**src/rtl/ffirst_seq.sv**
```systemverilog
module ffirst_seq #(
  parameter int DW    = 16,
  parameter int VL_W  = 6,
  parameter int DEPTH = 4
) (
  input  logic            clk,
  input  logic            rst_n,
  input  logic            start,
  input  logic [VL_W-1:0] vl_in,
  input  logic [1:0]      cond_sel,
  input  logic            sense,
  input  logic            keep_fail,
  output logic            req_valid,
  output logic [VL_W-1:0] req_idx,
  input  logic            res_valid,
  input  logic [DW-1:0]   res_data,
  input  logic [3:0]      res_cond,
  output logic            wr_en,
  output logic [VL_W-1:0] wr_idx,
  output logic [DW-1:0]   wr_data,
  output logic [VL_W-1:0] final_vl,
  output logic            done
);

  localparam int AW = (DEPTH > 1) ? $clog2(DEPTH) : 1;
  localparam logic [VL_W-1:0] LIMIT = VL_W'(DEPTH);
  localparam logic [VL_W-1:0] ONE   = VL_W'(1);

  typedef enum logic [1:0] {S_IDLE, S_RUN, S_DRAIN} st_t;

  st_t             st;
  logic [VL_W-1:0] vl_q, nxt, rcv, cmt;
  logic [1:0]      sel_q;
  logic            sense_q, keep_q;
  logic [DW-1:0]   buf_data [DEPTH];
  logic [3:0]      buf_cond [DEPTH];
  logic [DEPTH-1:0] buf_v;

  logic [VL_W-1:0] inflight;
  logic [AW-1:0]   hd, tl;
  logic            head_v, pass, fail, acc;

  assign inflight = nxt - cmt;
  assign hd       = cmt[AW-1:0];
  assign tl       = rcv[AW-1:0];
  assign head_v   = (st == S_RUN) && buf_v[hd];
  assign pass     = buf_cond[hd][sel_q] == sense_q;
  assign fail     = head_v && !pass;
  assign acc      = res_valid && (st != S_IDLE) && (rcv != nxt);

  assign req_valid = (st == S_RUN) && (nxt != vl_q) && (inflight < LIMIT) && !fail;
  assign req_idx   = nxt;
  assign wr_en     = head_v && (pass || keep_q);
  assign wr_idx    = cmt;
  assign wr_data   = buf_data[hd];

  always_ff @(posedge clk) begin
    if (acc && st == S_RUN) begin
      buf_data[tl] <= res_data;
      buf_cond[tl] <= res_cond;
    end
  end

  always_ff @(posedge clk or negedge rst_n) begin
    if (!rst_n) begin
      st       <= S_IDLE;
      vl_q     <= '0;
      nxt      <= '0;
      rcv      <= '0;
      cmt      <= '0;
      sel_q    <= '0;
      sense_q  <= 1'b0;
      keep_q   <= 1'b0;
      buf_v    <= '0;
      final_vl <= '0;
      done     <= 1'b0;
    end else begin
      done <= 1'b0;
      case (st)
        S_IDLE: begin
          if (start) begin
            vl_q    <= vl_in;
            sel_q   <= cond_sel;
            sense_q <= sense;
            keep_q  <= keep_fail;
            nxt     <= '0;
            rcv     <= '0;
            cmt     <= '0;
            buf_v   <= '0;
            if (vl_in == '0) begin
              final_vl <= '0;
              done     <= 1'b1;
            end else begin
              st <= S_RUN;
            end
          end
        end
        S_RUN: begin
          if (req_valid) nxt <= nxt + ONE;
          if (acc) rcv <= rcv + ONE;
          if (head_v) begin
            cmt       <= cmt + ONE;
            buf_v[hd] <= 1'b0;
          end
          if (acc) buf_v[tl] <= 1'b1;
          if (fail) begin
            buf_v    <= '0;
            final_vl <= cmt + (keep_q ? ONE : '0);
            if (nxt == rcv + (acc ? ONE : '0)) begin
              done <= 1'b1;
              st   <= S_IDLE;
            end else begin
              st <= S_DRAIN;
            end
          end else if (head_v && (cmt + ONE == vl_q)) begin
            final_vl <= vl_q;
            done     <= 1'b1;
            st       <= S_IDLE;
          end
        end
        S_DRAIN: begin
          if (acc) begin
            rcv <= rcv + ONE;
            if (rcv + ONE == nxt) begin
              done <= 1'b1;
              st   <= S_IDLE;
            end
          end
        end
        default: st <= S_IDLE;
      endcase
    end
  end

  assert_window_R1: assert property (@(posedge clk) disable iff (!rst_n)
    inflight <= LIMIT);

  assert_req_bound_R1: assert property (@(posedge clk) disable iff (!rst_n)
    req_valid |-> req_idx < vl_q);

  assert_commit_order_R2: assert property (@(posedge clk) disable iff (!rst_n)
    (wr_en && $past(wr_en) && st == S_RUN && $past(st) == S_RUN) |-> wr_idx == $past(wr_idx) + ONE);

  assert_no_late_write_R6: assert property (@(posedge clk) disable iff (!rst_n)
    (st == S_DRAIN) |-> (!wr_en && !req_valid));

  assert_done_pulse_R9: assert property (@(posedge clk) disable iff (!rst_n)
    done |=> !done);

  assert_final_bound_R4: assert property (@(posedge clk) disable iff (!rst_n)
    done |-> final_vl <= vl_q);

endmodule

```
**config.mk**
```make
export PLATFORM = sky130hd
export DESIGN_NAME = ffirst_seq
export DESIGN_NICKNAME = d
export VERILOG_FILES = /design/src/rtl/ffirst_seq.sv
export SDC_FILE = /design/constraint.sdc
export NUM_CORES = 1
export LEC_CHECK = 0
export ABC_AREA = 1
export BUFFER_PORTS_ARGS = -buffer_cell sky130_fd_sc_hd__buf_2
export CAP_MARGIN = 25
export CORE_UTILIZATION = 43
export CTS_CLUSTER_SIZE = 30
export DETAILED_ROUTE_END_ITERATION = 8
export RECOVER_POWER = 100
export SLEW_MARGIN = 20
export SYNTH_ARGS = -nofsm -noshare
export SYNTH_HDL_FRONTEND = slang
export SYNTH_SLANG_ARGS = --single-unit
```
**constraint.sdc**
```tcl
create_clock -name clk -period 2.8 [get_ports clk]
set_clock_uncertainty 0.2 [all_clocks]
set_input_delay 0.56 -clock clk [delete_from_list [all_inputs] [get_ports clk]]
set_output_delay 0.56 -clock clk [all_outputs]
set_load 0.1 [all_outputs]
```
Yosys cells after proc, flatten, opt, wreduce, memory -nomap -nowiden:

Memory sizes are Yosys's and may differ from the RTL's.
Index checks and enable logic that the tools add are counted.

* bits in registers: 41
* RAM bits: 80
* input bits: 34
* output and inout bits: 37
* word-level logic and storage cells: 119
* memories kept: 2

Memories
* buf_data: depth 4, width 16, rd ports 1, clocked after Yosys merged registers in 0, wr ports 1, RTL line 35 `logic [DW-1:0] buf_data [DEPTH];`
* buf_cond: depth 4, width 4, rd ports 1, clocked after Yosys merged registers in 0, wr ports 1, RTL line 36 `logic [3:0] buf_cond [DEPTH];`

* $add $sub $neg: 6
* $lt $le $gt $ge: 6
* equal/unequal tests: 17
* muxes and demuxes: 46
* bitwise gates (word level): 3
* reduce and logical (&&, ||, !) cells: 28

Operator list (number)
* $mux W6: 8
* $pmux W6 S2: 4
* $mux W4: 5
* $add A6 B1 Y6 const B: 3
* $eq A6 B6 Y1: 3
* $mux W1: 15
* $mux W2: 7
* $ne A2 B2 Y1 const B: 7
* $add A6 B1 Y6: 2
* $logic_and A1 B1 Y1: 12
* $ne A6 B6 Y1: 2
* $lt A2 B3 Y1 const B: 3
* $reduce_and A3 Y1: 3
* $pmux W4 S2: 1
* $logic_not A6 Y1: 1
* $lt A6 B3 Y1 const B: 1
* $pmux W2 S3: 1
* $reduce_bool A2 Y1: 3
* $sub A6 B6 Y6: 1
* $reduce_and A5 Y1: 1
* $and A4 B4 Y4: 1
* $bmux W1 S2: 2
* $demux W1 S2: 2
* $ge A2 B1 Y1 const B: 2
* 14 further kinds: 16

Longest topological paths before layout:

* depth in word-level cells: 12
* depth in mapped cells: 18
* depth with buffers taken out: 17

Least setup slack after synthesis:

OpenSTA, ideal clock, no wires.

* path kind: reg-to-output
* start point: reg cmt[0] (netlist: wr_idx[0])
* end point: out wr_data[10]
* data arrival time: 3229 ps
* data required time: 2040 ps
* path slack: -1189 ps
* stages on the path, launching flop included: 5
* path buffers: 2
* cell sequence: dfrtp_1 buf_2 buf_1 nor2_1 o22ai_1

* word-level cells in the longest chain between the ends: 1

Ends and longest elaborated chain
* start, declared: RTL line 32 `logic [VL_W-1:0] vl_q, nxt, rcv, cmt;`
* start signal, assigned: RTL line 102 `cmt <= cmt + ONE;`
* $mem_v2 Z4 W16
* end, declared: RTL line 20 `output logic [DW-1:0] wr_data,`

No other way between the ends.

Final worst setup path:

* start point: reg cmt[0] (netlist: wr_idx[0])
* end point: out req_valid

* word-level cells in the longest chain between the ends: 8
* elaborated cells between the ends (all ways): 14
* classes of those cells: 1 x add/sub; 1 x order compare; 1 x eq/ne; 4 x mux; 6 x reduce/logical; 1 x memory

Ends and longest elaborated chain
* branches (longest 7 deep; another with $sub A6 B6 Y6)
* $logic_and A1 B1 Y1 *: RTL line 51 `assign req_valid = (st == S_RUN) && (nxt != vl_q) && (inflight < LIMIT) && !fail;`
* end, declared: RTL line 13 `output logic req_valid,`

Mark *: on every way between the ends. The select of a mux whose other input is x is not followed.

==> metrics.md <==
| Metric | Value |
|---|---|
| Status | `finished with violations` |
| Failing checks | `max-capacitance violations, max-slew violations, negative setup slack` |
| Kind of end point of the critical path | `output pin` |
| Post-Route WL | `15,700 um` |
| Vias | `5,053` |
| LEAKAGE | `between 0.003 and 0.004 uW` |
| Setup violators final | `2` |
| Sequential cell area fraction in the yosys report | `55.41%` |
| Mean Syn Cell Area | `roughly 9.6 um2` |
| Min Tclk post-route | `roughly 2.9 ns` |
| Starting Density | `between 40% and 50%` |
| Vias in the first global route | `between 4,000 and 5,000` |
| Die Ht | `roughly 120 um` |
| Gr usage total | `between 20% and 30%` |
| MaxCap Viol Count | `1` |
| Antenna violations before repair | `0` |
| Hold Vio Cnt, Final | `0` |
| Hold Path Class | `in -> reg` |
| Via-to-Cell Ratio | `between 5 and 6` |
| Final #Nets | `between 800 and 900` |
| Layout fillers | `1,173` |
| CTS Buf Count | `17` |
| WHS Endpoint | `keep_q` |
| Crit Path Class | `reg -> out` |
| Fin worst setup slack | `-0.07530 ns` |
| Insertion delay to the later sink of the worst-skew pair | `~0.42 ns` |
| DIE WIDTH | `about 120 um` |
| Most used cell, CP | `nand2_4` |
| Synth cell types | `39` |
| TNS Setup | `-0.1081 ns` |
| Post-DP HPWL | `10,410 um` |
| Clock Path Buffers | `2` |
| DR DRC count | `0` |
| CTS tree | `yes` |
| Post-synth EDFFs | `80` |
| Grt total ovfl | `0` |
| Clk sinks | `between 100 and 150` |
| Placed Cells | `896` |
| CP Data Arrival Time | `2.12 ns` |
| DRT antenna net count | `0` |
| Gpl congestion | `0.8512` |
| Worst-margin pin slew | `1.804 ns` |
| CP Buf/Inv Count | `4` |
| Hold Path Stages | `3` |
| Min Hold Slack | `0.1589 ns` |
| DRT iter0 DRCs | `393` |
| Layout cell share with drive strength beyond 1 | `29.15%` |
| Reg2reg end | `done` |
| Syn-to-layout area delta | `34.70%` |
| Pwr dens | `1022 nW/um2` |
| H-tree levels | `4` |
| RSZ-0062 raised after global routing | `yes` |
| Fmax | `between 300 and 400 MHz` |
| Final Core Density | `59.81%` |
| Synthesis-stage register bit count | `121` |
| Maximum fanout along the worst path | `6` |
| Row count | `43` |
| Slew margin rel. | `-20.29%` |
| Antenna Diode Count | `0` |
| Routed wire per std cell | `16.49 um` |
| Port Buffers | `70` |
| CTS Root Cell | `clkbuf_16` |
| Clk slew on worst S/H paths | `0.06 ns` |
| Slowest cell on the critical path | `dfrtp_4` |
| Core area | `around 14,000 um2` |
| Crit path max-delay family | `simple AND/OR/NAND/NOR gates` |
| Peak supply drop | `0.8231 mV` |
| Fin. max-slew vios | `33` |
| IO Pins | `71` |
| Worst R2R Start | `req_idx[4]` |
| Crit-path max cell delay | `0.55 ns` |
| Reg-to-reg slack, setup | `0.07 ns` |
| Drt first pass iters | `5` |
| Ys async rst share | `roughly a third` |
| Syn_nets | `702` |
| Reg2Reg Depth | `15` |
| Commonest register cell after synthesis | `edfxtp_1` |
| Worst-path cell chain | `inv_6 -> buf_6 -> nand2_2 -> nand3_2 -> nand3_2 -> nand3_4 -> nand2_4 -> nand2_4 -> nand3_4 -> nand2_4 -> clkinvlp_4 -> buf_12` |
| Syn Inst Count | `about 650` |
| Ratio of final minimum period to clock period | `102.7%` |
| Global-route wire length before repair | `25,180 um` |
| Hold path startpoint | `keep_fail` |
| Final cell count without fillers | `952` |
| Cell area after synthesis | `6187 um2` |
| Dpl ws | `-0.01168 ns` |
| Warning count from the yosys run | `0` |
| Die ar. | `14,870 um2` |
| Hold_buf cts | `0` |
| Worst EP required | `2.04 ns` |
| Type of origin of the critical path | `flip-flop` |
| Largest net degree at the start of global routing | `33` |
## state kept, by name, summed over array words and instances (netlist names)
signal and cells:
buf_data 64, buf_cond 16, final_vl 6, rcv 6
req_idx 6, vl_q 6, wr_idx 6, buf_v 4
sel_q 2, st 2, done 1, keep_q 1
sense_q 1
## worst register-to-register path, cell delays in order (launching register included)
cell	delay, ns
dfrtp_4	0.50
buf_4	0.18
xor2_4	0.20
nor2_4	0.06
a21oi_2	0.17
ha_2	0.20
ha_1	0.23
xnor2_1	0.16
nand2_1	0.07
a21oi_1	0.11
o211ai_1	0.11
nor2_2	0.15
nand3_2	0.08
nand3_1	0.09
nor2_2	0.04
nor2_1	0.09
## worst max-delay path by stage
stage | endpoint | slack, ns | start | cells after the start
after floorplan | req_valid | -0.18 | wr_idx[1] | 12
after global placement | done | -0.0007 | req_idx[4] | 14
after detailed placement | done | -0.01 | req_idx[4] | 14
after CTS | req_valid | -0.09 | req_idx[4] | 10
after global routing | req_valid | -0.16 | req_idx[1] | 11
final | req_valid | -0.08 | wr_idx[0] | 12
## metrics by stage
step,cell area [um2],total power (uW)
floorplan,6469,5003
global placement,7352,6067
detailed placement,7352,6104
CTS,8257,8519
global route,8334,8919
finish,8334,8519
## metal layers
metal	global-route usage (%)	share of wire (%)	wire length, um
met2	37.96	51	7966
met4	8.873	1.7	264
met1	28.19	43	6691
met5	0	0	0
met3	4.682	4.9	775
## cells in the mapped netlist, types with 9 or more instances
master | number | area (um2)
nand2_2 | 11 | 68.82
inv_1 | 64 | 240.2
o21ai_0 | 59 | 295.3
nor2_1 | 74 | 277.8
ha_1 | 21 | 262.8
a21oi_1 | 15 | 75.07
o22ai_1 | 25 | 156.4
nand2_1 | 117 | 439.2
edfxtp_1 | 80 | 2402
nand3_1 | 39 | 195.2
buf_2 | 11 | 55.05
xor2_1 | 16 | 140.1
dfrtp_1 | 41 | 1026
clkbuf_1 | 9 | 33.78
## cells by family after synthesis
kind of cell | count (synthesis) | synth area share, %
xor+xnor | 24 | 3.519
compound gates | 114 | 10.45
fa+ha+maj | 21 | 4.247
flops | 121 | 55.41
simple gates | 273 | 20.06
buf+inv | 94 | 6.309
## layout by cell type (no fill, tap or decap), types with 3 or more instances in the layout
cell type,count
dfrtp_1,30
nand2_4,8
dfrtp_4,4
clkbuf_16,17
o21ai_2,8
o22ai_1,9
clkbuf_1,36
buf_2,14
nand3b_1,4
buf_6,5
ha_1,18
clkbuf_2,7
nor2_1,66
o21ai_0,50
buf_4,39
inv_1,59
nor3_1,3
o21ai_1,9
edfxtp_1,80
dfrtp_2,7
nand3_1,27
buf_12,19
inv_6,3
clkinv_4,5
clkinvlp_4,4
nand2_2,19
xnor2_1,6
inv_2,4
nand4_1,7
a21oi_1,15
nand3_4,5
nor2_2,9
nand3_2,15
nand2_1,101
xor2_1,15
o22ai_4,15
## power breakdown
group / switching, uW / internal, uW
logic: 2810 / 1400
registers: 173 / 2100
clock network: 810 / 1220
## final cells by class
class | instances | area (um2) | area share (%)
inverter | 67 | 270.3 | 3.243
tap | 180 | 225.2 | 2.702
multi-input combinational | 432 | 2838 | 34.05
timing repair buffer | 120 | 993.5 | 11.92
sequential | 121 | 3452 | 41.42
clock inverter | 14 | 126.4 | 1.516
clock buffer | 18 | 429.2 | 5.149
## repair_timing
action,in CTS,in global routing
pin swaps,22,22
cloned,1,0
resized for setup,48,35
setup endpoints to repair,3,23
setup buffers,21,4
No activity file was read; power rests on OpenSTA's default activity.
